## config.mk

```make
export PLATFORM = sky130hd
export DESIGN_NAME = phase_stepper
export DESIGN_NICKNAME = d
export VERILOG_FILES = /design/src/rtl/phase_stepper_pkg.sv /design/src/rtl/ps_inc_hold.sv /design/src/rtl/ps_wrap_add.sv /design/src/rtl/ps_phase_reg.sv /design/src/rtl/phase_stepper.sv
export SDC_FILE = /design/constraint.sdc
export NUM_CORES = 1
export LEC_CHECK = 0
export ABC_AREA = 1
export BUFFER_PORTS_ARGS = -buffer_cell sky130_fd_sc_hd__buf_2
export CORE_ASPECT_RATIO = 2
export CORE_UTILIZATION = 40
export CTS_CLUSTER_SIZE = 10
export DETAILED_ROUTE_END_ITERATION = 7
export PLACE_DENSITY = 0.64
export SLEW_MARGIN = 10
export SYNTH_ARGS = -nofsm -noshare
export SYNTH_HDL_FRONTEND = slang
export SYNTH_SLANG_ARGS = --single-unit
```

## constraint.sdc

```tcl
create_clock -name clk -period 4.76 [get_ports clk]
set_clock_uncertainty 0.15 [all_clocks]
set_input_delay 0 -clock clk [delete_from_list [all_inputs] [get_ports clk]]
set_output_delay 0 -clock clk [all_outputs]
set_load 0.03 [all_outputs]
```

## src/rtl/phase_stepper_pkg.sv

```systemverilog
package phase_stepper_pkg;

  typedef enum logic [1:0] {
    WRAP_NONE = 2'd0,
    WRAP_DOWN = 2'd1,
    WRAP_UP   = 2'd2
  } wrap_kind_e;

  // Classify an unwrapped sum against the +/-1.0 limits of a format
  // with frac_w fractional bits.
  function automatic wrap_kind_e ps_wrap_kind(input int sum, input int frac_w);
    int unit;
    unit = 1 << frac_w;
    if (sum >= unit)       return WRAP_DOWN;
    else if (sum < -unit)  return WRAP_UP;
    else                   return WRAP_NONE;
  endfunction

  // Apply one full-turn correction (2.0) in the chosen direction.
  function automatic int ps_wrap_apply(input int sum, input wrap_kind_e kind,
                                       input int frac_w);
    int turn;
    turn = 2 << frac_w;
    case (kind)
      WRAP_DOWN: return sum - turn;
      WRAP_UP:   return sum + turn;
      default:   return sum;
    endcase
  endfunction

endpackage

```

## src/rtl/ps_inc_hold.sv

```systemverilog
module ps_inc_hold #(
  parameter int PH_W = 16
) (
  input  logic                   clk,
  input  logic                   rst,
  input  logic                   load_i,
  input  logic signed [PH_W-1:0] step_i,
  input  logic                   last_i,
  output logic signed [PH_W-1:0] step_q,
  output logic                   last_q
);

  always_ff @(posedge clk) begin
    if (rst) begin
      step_q <= '0;
      last_q <= 1'b0;
    end else if (load_i) begin
      step_q <= step_i;
      last_q <= last_i;
    end
  end

endmodule

```

## src/rtl/ps_wrap_add.sv

```systemverilog
module ps_wrap_add
  import phase_stepper_pkg::*;
#(
  parameter int PH_W   = 16,
  parameter int FRAC_W = 13
) (
  input  logic signed [PH_W-1:0] phase_i,
  input  logic signed [PH_W-1:0] step_i,
  output logic signed [PH_W-1:0] next_o,
  output logic                   wrap_hi_o,
  output logic                   wrap_lo_o
);

  int         sum_i;
  int         fixed_i;
  wrap_kind_e kind;

  always_comb begin
    sum_i     = int'(phase_i) + int'(step_i);
    kind      = ps_wrap_kind(sum_i, FRAC_W);
    fixed_i   = ps_wrap_apply(sum_i, kind, FRAC_W);
    next_o    = PH_W'(fixed_i);
    wrap_hi_o = (kind == WRAP_DOWN);
    wrap_lo_o = (kind == WRAP_UP);
  end

endmodule

```

## src/rtl/ps_phase_reg.sv

```systemverilog
module ps_phase_reg #(
  parameter int PH_W = 16
) (
  input  logic                   clk,
  input  logic                   rst,
  input  logic                   clr_i,
  input  logic                   advance_i,
  input  logic signed [PH_W-1:0] next_i,
  output logic signed [PH_W-1:0] phase_q,
  output logic                   valid_q
);

  always_ff @(posedge clk) begin
    if (rst) begin
      phase_q <= '0;
      valid_q <= 1'b0;
    end else begin
      valid_q <= 1'b1;
      if (clr_i)          phase_q <= '0;
      else if (advance_i) phase_q <= next_i;
    end
  end

endmodule

```

## src/rtl/phase_stepper.sv

```systemverilog
module phase_stepper #(
  parameter int PH_W   = 16,
  parameter int FRAC_W = 13
) (
  input  logic            clk,
  input  logic            rst,
  input  logic            clr,
  input  logic            inc_valid,
  input  logic [PH_W-1:0] inc_data,
  input  logic            inc_last,
  output logic            inc_ready,
  output logic            ph_valid,
  output logic [PH_W-1:0] ph_data,
  output logic            ph_last,
  input  logic            ph_ready
);

  logic signed [PH_W-1:0] inc_q;
  logic signed [PH_W-1:0] phase_q;
  logic signed [PH_W-1:0] phase_next;
  logic                   last_q;
  logic                   valid_q;
  logic                   step_fire;
  logic                   wrap_hi;
  logic                   wrap_lo;

  assign inc_ready = 1'b1;
  assign step_fire = valid_q & ph_ready;

  ps_inc_hold #(.PH_W(PH_W)) u_inc (
    .clk    (clk),
    .rst    (rst),
    .load_i (inc_valid),
    .step_i ($signed(inc_data)),
    .last_i (inc_last),
    .step_q (inc_q),
    .last_q (last_q)
  );

  ps_wrap_add #(.PH_W(PH_W), .FRAC_W(FRAC_W)) u_add (
    .phase_i   (phase_q),
    .step_i    (inc_q),
    .next_o    (phase_next),
    .wrap_hi_o (wrap_hi),
    .wrap_lo_o (wrap_lo)
  );

  ps_phase_reg #(.PH_W(PH_W)) u_phase (
    .clk       (clk),
    .rst       (rst),
    .clr_i     (clr),
    .advance_i (step_fire),
    .next_i    (phase_next),
    .phase_q   (phase_q),
    .valid_q   (valid_q)
  );

  assign ph_valid = valid_q;
  assign ph_data  = phase_q;
  assign ph_last  = last_q;

endmodule

```

Yosys cells after proc, flatten, opt, wreduce, memory -nomap -nowiden
Cells that the tools add are included.
{"block": "totals", "output_inout_bits": 19, "wordCells": 17, "input_bits": 22, "regBits": 34}
{"block": "op_classes", "n_reduce_logical": 1, "n_mux": 4, "add_sub_neg": 3, "n_eq_ne": 2, "n_bitwise": 1, "n_lt_le_gt_ge": 2}
{"cell": "$pmux 16 s2", "n": 1}
{"cell": "$add 16x16->17", "n": 1}
{"cell": "$ge 17x15->1 const B", "n": 1}
{"cell": "$lt 17x14->1 const B", "n": 1}
{"cell": "$add 16x16->16 const B", "n": 1}
{"cell": "$sub 16x16->16 const B", "n": 1}
{"cell": "$mux 2", "n": 2}
{"cell": "$eq 2x1->1 const B", "n": 1}
{"cell": "$eq 2x2->1 const B", "n": 1}
{"cell": "$reduce_or 2->1", "n": 1}
{"cell": "$and 1x1->1", "n": 1}
{"cell": "$mux 1", "n": 1}

Depth between registers and ports, before layout
{"block": "logic_depth", "word_depth": 6, "depth_mapped": 15, "mapped_depth_nobuf": 15}

Cells and area by module
From an unflattened synthesis, not the netlist that was laid out.
{"block": "unflattened", "cells_unflattened": 412, "hier_area_um2": 2555.0}
{"mod": "ps_wrap_add", "n_inst": 1, "cells_per_inst": 197, "area_each_um2": 1087.3}
{"mod": "ps_inc_hold", "n_inst": 1, "cells_per_inst": 108, "area_each_um2": 732.0}
{"mod": "ps_phase_reg", "n_inst": 1, "cells_per_inst": 103, "area_each_um2": 716.9}
{"mod": "phase_stepper", "n_inst": 1, "cells_per_inst": 4, "area_each_um2": 18.8}

Worst setup path after synthesis
OpenSTA, ideal clock, no wires.
{"block": "synth_timing", "path_type": "register to register", "from": "register u_phase.phase_q[0]", "to": "register u_phase.phase_q[15]", "t_required_ps": 4495, "n_path_buf": 0, "slack_ps": 2553, "setup_time_ps": 115, "path_stages_with_launch": 16, "t_arrival_ps": 1942, "period_less_slack_ps": 2207, "cell_sequence": "dfxtp_1 > ha_1 > inv_1 > fa_1 > inv_1 > nand2_1 > nand3_2 > nand2_1 > nand2_2 > nand2_1 > nand2_1 > nand2_1 > nand2_1 > nand3_1 > nand3_1 > a21oi_2"}
{"block": "synth_between", "elab_chain_len": 6}
{"element": "start, declared", "line_no": "ps_phase_reg.sv:9", "text": "output logic signed [PH_W-1:0] phase_q,"}
{"element": "start signal, assigned", "line_no": "ps_phase_reg.sv:20", "text": "else if (advance_i) phase_q <= next_i;"}
{"element": "$add 16x16->17 *", "line_no": "ps_wrap_add.sv:19", "text": "sum_i = int'(phase_i) + int'(step_i);"}
{"element": "$lt 17x14->1", "line_no": "phase_stepper_pkg.sv:15", "text": "else if (sum < -unit) return WRAP_UP;"}
{"element": "$mux 2", "line_no": "phase_stepper_pkg.sv:15"}
{"element": "$mux 2", "line_no": "phase_stepper_pkg.sv:14", "text": "if (sum >= unit) return WRAP_DOWN;"}
{"element": "$eq 2x2->1 or $eq 2x1->1 (tied branches)"}
{"element": "$pmux 16 s2 *", "line_no": "phase_stepper_pkg.sv:24", "text": "case (kind)"}
Every way passes the cells marked *; elsewhere a longest branch is shown, timed or not.
A chain may end at the register's enable or synchronous reset.

Final worst setup path
Same ends and word-level chain as after synthesis.

==> results by group <==
Detailed routing
  – DRT iter0 DRCs: 56
  – Via count: 2265
  – DRC Markers: 0
  – Via density per instance: 5.06
  – Post-route ant nets: 0
  – Wire per inst: 13.3 microns
  – Drt first pass iters: 6
  – Final wirelength: 5940 microns

Synth
  – Cells after Synth: 334
  – Avg Cell Area, Syn: 6.60 sq um
  – Mapped Area: between 0.002 and 0.0025 sq mm
  – YS warnings: 0
  – Netlist cell types: 28
  – Register area share after synthesis: 30.9%
  – Net Count, Synth: approximately 370
  – FF+latch count, synth: 34

Min path
  – Hold WC Path Type: input port to flop

Layout
  – Post-Layout Cell Count: 448
  – Multi-input gate area: 0.00131 sq mm
  – ANT cells: 0
  – Share of layout cells above drive strength 1: 15.1%
  – Sequential cell area: 681 sq um
  – Final core utilization: 52.0%
  – Layout area overhead: 23.3%
  – Filler cell count: 528
  – # nets final: 429

GRT
  – Gr usage total: 23.2%
  – First-pass GRT wire length: 9590 microns
  – Initial antenna violation count: 0
  – Total gr overflow: 0
  – Largest net degree at the start of global routing: 20
  – Number of global-route vias before repair: around 2200

Floorplanning
  – Rows: 37
  – Total Die Area: between 0.005 and 0.006 sq mm
  – Die X: approximately 55 microns
  – Core region area: 0.00523 sq mm
  – I/O pin cnt: 41
  – Initial Util: 42.2%
  – Die H: 107 microns

Critical path
  – Critical path's most frequent cell: nand2_1
  – CP Capture Type: flop
  – CP required: 4810 ps
  – Crit path DAT: 2240 ps
  – Slowest cell on crit path: fa_1
  – CP top delay family: simple AND/OR/NAND/NOR gates
  – CP Cell Sequence: ha_1, inv_1, fa_1, inv_1, nand2_1, nand3_2, nand2_1, nand2_2, nand2_1, nand2_1, nand2_1, nand2_1, nand3_1, nand3_1, a21oi_2
  – Crit-path max cell delay: 390 ps
  – Crit path kind: flop to flop
  – Critical path fanouts, max: 4
  – Buf+Inv Stages, Crit Path: 2
  – Crit start category: flop

Timing
  – Max Slew Vio Count: 0
  – Final worst path period need: 2200 ps
  – Sum Neg Setup Slack: 0 ps
  – Slew at the pin closest to its max-slew limit: ~1100 ps
  – Unrepaired setup endpoints after global routing: false
  – Worst slew margin: about 27%
  – Final Hold Vio Count: 0
  – Setup violators final: 0
  – F_max: between 400 and 500 MHz
  – Crit share post-route: 46.1%

CTS
  – Hold_buf cts: 17
  – Clk Latency, worst-skew pair: 290 ps
  – Num CTS Buffers: 5
  – Post CTS Setup Buffer Count: 0
  – CTS H-Tree Depth: 2
  – Clock sink total: 34
  – Root buf cell: clkbuf_8
  – Post-CTS sizing: 0
  – CTS tree: built
  – CTS max path bufs: 2
  – Clock-pin slew on the worst setup and hold paths: 70 ps

Placed design
  – IO buf count: 39
  – Dpl cells: around 420
  – Final GP Congestion: 0.850
  – DP HPWL: 4460 microns

Power
  – Leakage: 1.54 nW
  – Cell Pwr Density: 267 mW/mm^2
  – Max rail drop VDD: about 0.22 mV

Status
  – Status: finished clean

Run
  – Max cap viols: 0
[per-layer routing]
layer	GRT usage (%)	wire length, microns	share of wire [%]	up-vias
met5	0	0	0	-
li1	-	-	-	1174
met2	44.1	3490	59	55
met4	15.0	263	4.4	0
met1	20.4	2030	34	1013
met3	3.12	149	2.5	23
[per-stage QoR]
stage	hold WS [ps]	cell area [sq um]	total power [mW]	worst slack, ps
final	0.725	2720	0.726	2560
after global routing	59.3	2720	0.762	2370
after CTS	11.5	2720	0.734	2550
after detailed placement	76.1	2440	0.445	2570
after global placement	71.0	2440	0.444	2610
after floorplan	-15.1	2210	0.408	2550
[cell type report]
| cell class | instances | area share (%) |
|---|---|---|
| timing repair buffer | 56 | 13.4 |
| multi-input combinational | 245 | 48.1 |
| inverter | 48 | 6.63 |
| tap | 58 | 2.67 |
| clock buffer | 6 | 3.04 |
| clock inverter | 1 | 1.10 |
| sequential | 34 | 25.0 |
[final timing paths]
kind / start / end / slack [ps] / cells after the start
worst max-delay path: u_phase.phase_q[0]$_SDFFE_PP0P_ / u_phase.phase_q[15]$_SDFFE_PP0P_ / 2560 / 15
worst min-delay path: rst / u_phase.valid_q$_DFF_P_ / 0.7 / 2
worst max register to register: u_phase.phase_q[0]$_SDFFE_PP0P_ / u_phase.phase_q[15]$_SDFFE_PP0P_ / 2560 / 15
worst min register to register: u_phase.phase_q[0]$_SDFFE_PP0P_ / u_phase.phase_q[0]$_SDFFE_PP0P_ / 360 / 2
[kinds of logic after synthesis]
kind of cell	Yosys count	synth area share [%]
fa+ha+maj	17	9.98
buf+inv	55	9.87
simple gates	151	28.1
compound gates	65	16.7
other cells	1	0.170
flops	34	30.9
xor+xnor	11	4.37
[layout by cell type, fill, tap and decap left out, drive strengths merged]
master / synthesis / final
bufinv: 0 / 1
ha: 16 / 16
clkbuf: 5 / 6
and3: 1 / 1
dlygate4sd3: 0 / 17
o211ai: 1 / 1
nor3: 3 / 3
xor2: 5 / 5
buf: 2 / 39
nand2: 87 / 87
o21bai: 11 / 11
clkinv: 1 / 1
nor2: 43 / 43
inv: 47 / 47
o21ai: 31 / 31
or2: 2 / 2
a21oi: 18 / 18
fa: 1 / 1
xnor2: 6 / 6
dfxtp: 34 / 34
nand3: 15 / 15
conb: 1 / 1
a31oi: 4 / 4
[power by group]
group,internal (mW),switching (mW)
Combinational,0.0545,0.0856
Sequential,0.299,0.00964
Clock,0.167,0.109
[Yosys cell counts]
| cell | count | share of area, % |
|---|---|---|
| and3_1 | 1 | 0.28 |
| nor3_2 | 1 | 0.45 |
| nand2_1 | 82 | 14 |
| or2_2 | 1 | 0.28 |
| inv_2 | 3 | 0.51 |
| o211ai_1 | 1 | 0.34 |
| a21oi_2 | 2 | 0.79 |
| nand3_1 | 14 | 3.2 |
| o21ai_0 | 31 | 7.0 |
| buf_4 | 1 | 0.34 |
| a31oi_1 | 4 | 1.1 |
| clkbuf_1 | 5 | 0.85 |
| xor2_1 | 5 | 2.0 |
| a21oi_1 | 16 | 3.6 |
| dfxtp_1 | 34 | 31 |
| nor3_1 | 2 | 0.45 |
| xnor2_1 | 6 | 2.4 |
| ha_1 | 16 | 9.1 |
| nor2_1 | 43 | 7.3 |
| o21bai_1 | 11 | 3.7 |
| fa_1 | 1 | 0.91 |
| or2_1 | 1 | 0.28 |
| nand2_2 | 5 | 1.4 |
| conb_1 | 1 | 0.17 |
| buf_6 | 1 | 0.51 |
| nand3_2 | 1 | 0.45 |
| clkinv_1 | 1 | 0.17 |
| inv_1 | 44 | 7.5 |
[sequential cells by signal, indices dropped and copies added (netlist names)]
signal	flops
u_inc.step_q	16
u_phase.valid_q	1
u_inc.last_q	1
u_phase.phase_q	16
(Power assumes the default switching activity.)
